### config.mk
export PLATFORM = sky130hd
export DESIGN_NAME = usb_ep_csr
export DESIGN_NICKNAME = d
export VERILOG_FILES = /design/src/rtl/usb_ep_csr_pkg.sv /design/src/rtl/usb_ep_csr_dec.sv /design/src/rtl/usb_ep_ctrl_reg.sv /design/src/rtl/usb_ep_stat_reg.sv /design/src/rtl/usb_ep_csr.sv
export SDC_FILE = /design/constraint.sdc
export NUM_CORES = 1
export LEC_CHECK = 0
export ABC_AREA = 1
export BUFFER_PORTS_ARGS = -buffer_cell sky130_fd_sc_hd__buf_2
export CAP_MARGIN = 20
export CORE_MARGIN = 3
export CORE_UTILIZATION = 55
export DETAILED_ROUTE_END_ITERATION = 6
export PLACE_DENSITY = 0.78
export SETUP_SLACK_MARGIN = 0.5
export SYNTH_ARGS = -nofsm -noshare
export SYNTH_HDL_FRONTEND = slang
export SYNTH_HIERARCHICAL = 1
export SYNTH_SLANG_ARGS = --single-unit
export TNS_END_PERCENT = 5
### constraint.sdc
create_clock -name clk -period 1.8 [get_ports clk]
set_input_delay 0.09 -clock clk [delete_from_list [all_inputs] [get_ports clk]]
set_output_delay 0.09 -clock clk [all_outputs]
set_load 0.005 [all_outputs]
### src/rtl/usb_ep_csr_pkg.sv
package usb_ep_csr_pkg;
   localparam int CB_STALL  = 0;
   localparam int CB_FLUSH  = 1;
   localparam int CB_POLL   = 3;
   localparam int CB_KIND   = 4;
   localparam int CB_NAK    = 6;
   localparam int CB_SETNAK = 7;
   localparam int CB_CLRNAK = 8;
   localparam int CB_ACTIVE = 10;

   localparam int ST_LSB = 4;
   localparam int ST_W   = 7;
   localparam int EV_OUT_RX = 0;

   localparam int EP_LSB = 5;

   typedef enum logic [1:0] {
      KIND_CTRL = 2'b00,
      KIND_ISO  = 2'b01,
      KIND_BULK = 2'b10,
      KIND_INTR = 2'b11
   } ep_kind_e;

   typedef enum logic [1:0] {
      SEL_CTRL = 2'd0,
      SEL_STAT = 2'd1,
      SEL_MASK = 2'd2,
      SEL_NONE = 2'd3
   } reg_sel_e;
endpackage

### src/rtl/usb_ep_csr_dec.sv
module usb_ep_csr_dec
   import usb_ep_csr_pkg::*;
#(
   parameter int ADDR_W    = 10,
   parameter int NUM_EP    = 4,
   parameter bit HAS_ALIAS = 1'b1,
   parameter int ALIAS_EP  = 2,
   parameter int ALIAS_TGT = 0,
   localparam int EP_W     = $clog2(NUM_EP)
) (
   input  logic [ADDR_W-1:0] addr,
   output logic              hit,
   output logic              is_out,
   output logic [EP_W-1:0]   ep_idx,
   output reg_sel_e          sel
);
   localparam int DIR_BIT = ADDR_W - 1;
   localparam int GAP_LO  = EP_LSB + EP_W;

   logic [EP_W-1:0]     ep_raw;
   logic [EP_LSB-3:0]   offs;
   logic                gap_ok;
   logic [1:0]          unused_byte;

   assign ep_raw      = addr[EP_LSB +: EP_W];
   assign offs        = addr[EP_LSB-1:2];
   assign gap_ok      = (addr[DIR_BIT-1:GAP_LO] == '0);
   assign is_out      = addr[DIR_BIT];
   assign unused_byte = addr[1:0];

   always_comb begin
      case (offs)
         (EP_LSB-2)'(0): sel = SEL_CTRL;
         (EP_LSB-2)'(1): sel = SEL_STAT;
         (EP_LSB-2)'(2): sel = SEL_MASK;
         default:        sel = SEL_NONE;
      endcase
   end

   assign hit = gap_ok && (sel != SEL_NONE);

   generate
      if (HAS_ALIAS) begin : g_alias
         assign ep_idx = (is_out && ep_raw == EP_W'(ALIAS_EP)) ? EP_W'(ALIAS_TGT) : ep_raw;
      end else begin : g_plain
         assign ep_idx = ep_raw;
      end
   endgenerate
endmodule

### src/rtl/usb_ep_ctrl_reg.sv
module usb_ep_ctrl_reg
   import usb_ep_csr_pkg::*;
#(
   parameter bit IS_IN   = 1'b1,
   parameter bit NAK_RST = 1'b1
) (
   input  logic        clk,
   input  logic        rst_n,
   input  logic        wr,
   input  logic [31:0] wdata,
   input  logic        hw_nak_set,
   output logic        stall,
   output logic        nak,
   output logic        flush_pulse,
   output logic        poll_pulse,
   output logic [31:0] rd_val
);
   ep_kind_e kind_q;
   logic     active_q;
   logic     nak_next;
   logic     set_cmd, clr_cmd;
   logic     unused_bits;

   assign set_cmd     = wr & wdata[CB_SETNAK];
   assign clr_cmd     = wr & wdata[CB_CLRNAK];
   assign nak_next    = set_cmd | hw_nak_set | (nak & ~clr_cmd);
   assign unused_bits = ^{wdata[31:11], wdata[9], wdata[CB_NAK], wdata[2]};

   always_ff @(posedge clk or negedge rst_n) begin
      if (!rst_n) begin
         stall       <= 1'b0;
         kind_q      <= KIND_CTRL;
         active_q    <= 1'b0;
         nak         <= NAK_RST;
         flush_pulse <= 1'b0;
      end else begin
         flush_pulse <= wr & wdata[CB_FLUSH];
         nak         <= nak_next;
         if (wr) begin
            stall    <= wdata[CB_STALL];
            kind_q   <= ep_kind_e'(wdata[CB_KIND +: 2]);
            active_q <= wdata[CB_ACTIVE];
         end
      end
   end

   generate
      if (IS_IN) begin : g_poll
         logic poll_q;
         always_ff @(posedge clk or negedge rst_n) begin
            if (!rst_n) poll_q <= 1'b0;
            else        poll_q <= wr & wdata[CB_POLL];
         end
         assign poll_pulse = poll_q;
      end else begin : g_nopoll
         assign poll_pulse = 1'b0;
      end
   endgenerate

   always_comb begin
      rd_val                 = '0;
      rd_val[CB_STALL]       = stall;
      rd_val[CB_KIND +: 2]   = kind_q;
      rd_val[CB_NAK]         = nak;
      rd_val[CB_ACTIVE]      = active_q;
   end
endmodule

### src/rtl/usb_ep_stat_reg.sv
module usb_ep_stat_reg
   import usb_ep_csr_pkg::*;
(
   input  logic            clk,
   input  logic            rst_n,
   input  logic            st_wr,
   input  logic            mask_wr,
   input  logic [ST_W-1:0] wdata,
   input  logic [ST_W-1:0] evt,
   output logic [ST_W-1:0] status,
   output logic [ST_W-1:0] mask,
   output logic            irq
);
   logic [ST_W-1:0] clr_vec;

   assign clr_vec = st_wr ? wdata : '0;

   always_ff @(posedge clk or negedge rst_n) begin
      if (!rst_n) begin
         status <= '0;
         mask   <= '0;
      end else begin
         status <= (status & ~clr_vec) | evt;
         if (mask_wr) mask <= wdata;
      end
   end

   assign irq = |(status & ~mask);
endmodule

### src/rtl/usb_ep_csr.sv
module usb_ep_csr
   import usb_ep_csr_pkg::*;
#(
   parameter int NUM_EP    = 4,
   parameter int ADDR_W    = 10,
   parameter bit HAS_ALIAS = 1'b1,
   parameter int ALIAS_EP  = 2,
   parameter int ALIAS_TGT = 0,
   parameter bit NAK_RST   = 1'b1
) (
   input  logic                   clk,
   input  logic                   rst_n,
   input  logic                   bus_wr,
   input  logic [ADDR_W-1:0]      bus_addr,
   input  logic [31:0]            bus_wdata,
   output logic [31:0]            bus_rdata,
   input  logic [NUM_EP*ST_W-1:0] in_evt,
   input  logic [NUM_EP*ST_W-1:0] out_evt,
   output logic [NUM_EP-1:0]      in_nak,
   output logic [NUM_EP-1:0]      in_stall,
   output logic [NUM_EP-1:0]      in_flush,
   output logic [NUM_EP-1:0]      in_poll,
   output logic [NUM_EP-1:0]      out_nak,
   output logic [NUM_EP-1:0]      out_stall,
   output logic [NUM_EP-1:0]      out_flush,
   output logic [NUM_EP-1:0]      in_irq,
   output logic [NUM_EP-1:0]      out_irq
);
   localparam int EP_W = $clog2(NUM_EP);

   generate
      if (NUM_EP < 2 || (1 << EP_W) != NUM_EP) begin : g_bad_num
         $error("NUM_EP must be a power of two of at least 2");
      end
      if (ADDR_W < EP_LSB + EP_W + 2) begin : g_bad_addr
         $error("ADDR_W leaves no gap bits above the endpoint field");
      end
      if (HAS_ALIAS && (ALIAS_EP >= NUM_EP || ALIAS_TGT >= NUM_EP || ALIAS_EP == ALIAS_TGT)) begin : g_bad_alias
         $error("alias endpoint numbers out of range");
      end
   endgenerate

   logic            hit, is_out;
   logic [EP_W-1:0] ep_idx;
   reg_sel_e        sel;

   usb_ep_csr_dec #(
      .ADDR_W(ADDR_W), .NUM_EP(NUM_EP), .HAS_ALIAS(HAS_ALIAS),
      .ALIAS_EP(ALIAS_EP), .ALIAS_TGT(ALIAS_TGT)
   ) u_dec (
      .addr(bus_addr), .hit(hit), .is_out(is_out), .ep_idx(ep_idx), .sel(sel)
   );

   logic [31:0]     in_ctrl_rd  [NUM_EP];
   logic [31:0]     out_ctrl_rd [NUM_EP];
   logic [ST_W-1:0] in_st       [NUM_EP];
   logic [ST_W-1:0] in_mk       [NUM_EP];
   logic [ST_W-1:0] out_st      [NUM_EP];
   logic [ST_W-1:0] out_mk      [NUM_EP];
   logic [NUM_EP-1:0] unused_out_poll;

   logic wr_hit;
   assign wr_hit = bus_wr & hit;

   generate
      for (genvar i = 0; i < NUM_EP; i++) begin : g_in
         logic sel_ep;
         assign sel_ep = wr_hit && !is_out && (ep_idx == EP_W'(i));

         usb_ep_ctrl_reg #(.IS_IN(1'b1), .NAK_RST(NAK_RST)) u_ctrl (
            .clk(clk), .rst_n(rst_n),
            .wr(sel_ep && sel == SEL_CTRL), .wdata(bus_wdata),
            .hw_nak_set(1'b0),
            .stall(in_stall[i]), .nak(in_nak[i]),
            .flush_pulse(in_flush[i]), .poll_pulse(in_poll[i]),
            .rd_val(in_ctrl_rd[i])
         );

         usb_ep_stat_reg u_stat (
            .clk(clk), .rst_n(rst_n),
            .st_wr(sel_ep && sel == SEL_STAT),
            .mask_wr(sel_ep && sel == SEL_MASK),
            .wdata(bus_wdata[ST_LSB +: ST_W]),
            .evt(in_evt[i*ST_W +: ST_W]),
            .status(in_st[i]), .mask(in_mk[i]), .irq(in_irq[i])
         );
      end

      for (genvar i = 0; i < NUM_EP; i++) begin : g_out
         if (HAS_ALIAS && i == ALIAS_EP) begin : g_mirror
            assign out_nak[i]         = out_nak[ALIAS_TGT];
            assign out_stall[i]       = out_stall[ALIAS_TGT];
            assign out_flush[i]       = out_flush[ALIAS_TGT];
            assign out_irq[i]         = out_irq[ALIAS_TGT];
            assign out_ctrl_rd[i]     = out_ctrl_rd[ALIAS_TGT];
            assign out_st[i]          = out_st[ALIAS_TGT];
            assign out_mk[i]          = out_mk[ALIAS_TGT];
            assign unused_out_poll[i] = 1'b0;
         end else begin : g_store
            logic            sel_ep;
            logic [ST_W-1:0] evt_eff;
            assign sel_ep = wr_hit && is_out && (ep_idx == EP_W'(i));

            if (HAS_ALIAS && i == ALIAS_TGT) begin : g_merge
               assign evt_eff = out_evt[i*ST_W +: ST_W] | out_evt[ALIAS_EP*ST_W +: ST_W];
            end else begin : g_own
               assign evt_eff = out_evt[i*ST_W +: ST_W];
            end

            usb_ep_ctrl_reg #(.IS_IN(1'b0), .NAK_RST(NAK_RST)) u_ctrl (
               .clk(clk), .rst_n(rst_n),
               .wr(sel_ep && sel == SEL_CTRL), .wdata(bus_wdata),
               .hw_nak_set(evt_eff[EV_OUT_RX]),
               .stall(out_stall[i]), .nak(out_nak[i]),
               .flush_pulse(out_flush[i]), .poll_pulse(unused_out_poll[i]),
               .rd_val(out_ctrl_rd[i])
            );

            usb_ep_stat_reg u_stat (
               .clk(clk), .rst_n(rst_n),
               .st_wr(sel_ep && sel == SEL_STAT),
               .mask_wr(sel_ep && sel == SEL_MASK),
               .wdata(bus_wdata[ST_LSB +: ST_W]),
               .evt(evt_eff),
               .status(out_st[i]), .mask(out_mk[i]), .irq(out_irq[i])
            );
         end
      end
   endgenerate

   always_comb begin
      bus_rdata = '0;
      if (hit) begin
         case (sel)
            SEL_CTRL: bus_rdata = is_out ? out_ctrl_rd[ep_idx] : in_ctrl_rd[ep_idx];
            SEL_STAT: bus_rdata[ST_LSB +: ST_W] = is_out ? out_st[ep_idx] : in_st[ep_idx];
            SEL_MASK: bus_rdata[ST_LSB +: ST_W] = is_out ? out_mk[ep_idx] : in_mk[ep_idx];
            default:  bus_rdata = '0;
         endcase
      end
   end
endmodule

==> reports/summary.txt <==
Vias in the first global route - 9333
First-pass GRT wire length - 47.9 mm
Worst R2R End - g_out[3].g_store.u_stat/status[6]
Total power - 0.00876 W
Hold Violations, Final - 0
Crit-path leading delay family - simple AND/OR/NAND/NOR gates
Initial antenna violation count - 0
Detailed Route WL - 30.9 mm
GPL Wtd Cong - 0.970
DIE AREA - 21200 sq um
Crit Path Category - reg2out
Area after DPL - 11100 sq um
Die H - 146 um
Slew Limit Fails - 0
Synth Cell Area - 10700 sq um
Final Net Count - 1885
Fillers - 1558
Critical R2R Launch - g_out[3].g_store.u_stat/status[6]
Slowest cell on the critical path - dfrtp_1
Worst path bufs/invs - 2
Worst slew pin tran - 0.711 ns
Port Buffers - 144
Failing checks - design-rule violations
Crit. End Element - output port
Sequential Power Share - 38.7%
Standard-cell row count - 50
Setup Viol. Count Final - 0
Clock root cell - clkbuf_16
Clock Latency Late Sink - 0.42 ns
Worst Hold Class - in2reg
Period utilization - 95.4%
Clock Tree Buf Depth - 2
DR DRC count - 11
Share of cells above drive strength 1 - 21.1%
Mapped Cells - 1573
Reg2reg path depth - 3
Internal Power - 0.00628 W
Status - finished, violations left
Min-Delay Startpoint - bus_wdata[9]
Post-DP HPWL - 20.0 mm
Tmin final - 1.72 ns
Clk sink count - 144
R2R Setup Slk - 0.85 ns
Arr. time, crit path - 1.63 ns
Rel. slew slack - 52.6%
RSZ-0062 raised after global routing - yes
Number of max-cap violations - 0
Skew final - 0 ns
Worst-path clk slew - 0.06 ns
Yosys warnings - 6
Largest stage delay on the critical path - 0.44 ns
Die Width - 146 um
Initial Util - 56.6%
VDD IR max - 0.649 mV
GR Util All Layers - 28.1%
Crit-path cells - nand3_2 -> nand3_2 -> nor2_2 -> nor2_1 -> nand2_1 -> nand3_2 -> nand2_2 -> inv_2 -> buf_6
Core ar. - 19000 sq um
Post-Place Cells - 1937
F_max - 582 MHz
CP required - 1.71 ns
Total CTS buffers - 17
Routed vias/inst - 4.91
Pre-CTS WS - -0.0181 ns
H-tree depth - 4
Drt pass-1 iters - 7
DRT iter0 DRCs - 932
Hold path depth - 3
TritonCTS clock tree - yes
Net Sw Frac - 28.3%
Clk network pwr share - 44.0%
LEAKAGE - 6.81 nW
Crit path top cell by count - nand3_2
Combinational share of power - 17.3%
Post-Syn Area per Cell - 6.82 sq um
Vias - 10100
Startpoint Class - register
Pwr Density - 687 nW/um^2
Final instance area - 12700 sq um
Sw Pwr - 0.00248 W
Grt total ovfl - 0
Area Growth Syn to Fin - 18.8%
Ports - 169
Non-filler cells in the finished layout - 2058
Wirelength per Cell - 15.0 um
Hold slack - 0.116 ns
Largest net degree at the start of global routing - 49
Post-route antenna net violation count - 0
Final worst slack - 0.0826 ns
CP max FO - 3
Hold endpoint - g_out[3].g_store.u_stat/mask[5]
[metrics by stage]
step | TNS [ns] | utilization (%)
2_1_floorplan | 0 | -
3_3_place_gp | 0 | 58.3
3_5_place_dp | -0.0181 | 58.3
4_1_cts | 0 | 65.4
5_1_grt | 0 | 67.2
6_report | 0 | 67.2
[cell type report]
cell class,count,area [sq um],area share [%]
multi-input cells,1210,5560,43.6
flip-flops and latches,144,3610,28.3
repair buffers,288,2130,16.7
well taps,260,325,2.55
clock inverters,13,200,1.57
clock buffers,19,443,3.48
inverters,123,472,3.70
diodes,1,2.50,0.0196
[repair_timing]
action                                  CTS  global route
hold buffers                             60             0
gates resized for setup                   9            47
endpoints found under the hold margin   149             0
pin swaps                                 9            38
endpoints found under the setup margin   82           185
cloned                                    0             1
buffers inserted                          8            19
[layer usage]
metal	wire length (um)	GRT usage, %
met1	12700	37.2
met2	14600	45.3
met3	2590	6.38
met4	1000	10.4
met5	0	0
[registers in the layout, indices dropped and copies added, names as in the netlist]
signal,count
g_out.g_store.u_ctrl/nak,3
g_out.g_store.u_ctrl/stall,3
g_in.u_ctrl/kind_q,8
g_in.u_ctrl/nak,4
g_in.u_stat/mask,28
g_in.u_ctrl/stall,4
g_in.u_ctrl/flush_pulse,4
g_out.g_store.u_ctrl/active_q,3
g_in.u_ctrl/active_q,4
g_in.u_stat/status,28
g_out.g_store.u_stat/mask,21
g_out.g_store.u_ctrl/kind_q,6
g_out.g_store.u_stat/status,21
g_out.g_store.u_ctrl/flush_pulse,3
g_in.u_ctrl/poll_pulse,4
[worst max path at each step]
| stage | start | end | cells after the start |
|---|---|---|---|
| 2_1_floorplan | bus_addr[8] | g_in[0].u_stat/status[2] | 9 |
| 3_5_place_dp | bus_addr[4] | g_in[2].u_stat/status[2] | 11 |
| 5_1_grt | g_out[0].g_store.u_ctrl/nak | bus_rdata[6] | 7 |
| 4_1_cts | g_in[2].u_ctrl/nak | bus_rdata[6] | 9 |
| 3_3_place_gp | bus_addr[4] | g_in[2].u_stat/status[2] | 11 |
| 6_report | g_out[3].g_store.u_stat/status[0] | bus_rdata[4] | 9 |
[power groups by stage]
stage / sequential [W] / clock (W) / combinational (W)
final: 0.00339 / 0.00386 / 0.00151
after global routing: 0.00340 / 0.00401 / 0.00168
after CTS: 0.00339 / 0.00389 / 0.00142
after detailed placement: 0.00344 / 0 / 0.00130
after global placement: 0.00344 / 0 / 0.00128
after floorplan: 0.00343 / 0 / 0.00111
[placed cells by master (no fill, tap or decap), types with 2 or more instances in the layout]
cell / count
nor2_1: 65
conb_1: 193
nor3_4: 2
clkbuf_16: 18
nor2_4: 9
or2_2: 7
a31oi_1: 9
a211oi_1: 16
clkinv_4: 2
inv_4: 4
nand2_2: 24
or2_1: 7
nand4_1: 7
buf_2: 140
a21o_1: 42
o21ai_0: 73
a21oi_1: 22
nand2_1: 570
a21oi_2: 14
nand3_2: 18
nor2_2: 13
dlygate4sd3_1: 60
dfrtp_1: 137
bufinv_16: 4
clkinvlp_4: 3
buf_12: 10
buf_6: 7
inv_6: 2
o21ai_2: 15
dfstp_2: 7
buf_4: 70
inv_1: 113
nand3_1: 86
inv_2: 5
o21ai_1: 14
inv_8: 2
[worst register-to-register path, delay by kind of cell (launching register included)]
kind	cells	cell delay, ns
DFF	1	0.41
buffers and inverters	2	0.27
AOI/OAI and AO/OA	1	0.16
No activity file was read; power rests on OpenSTA's default activity.
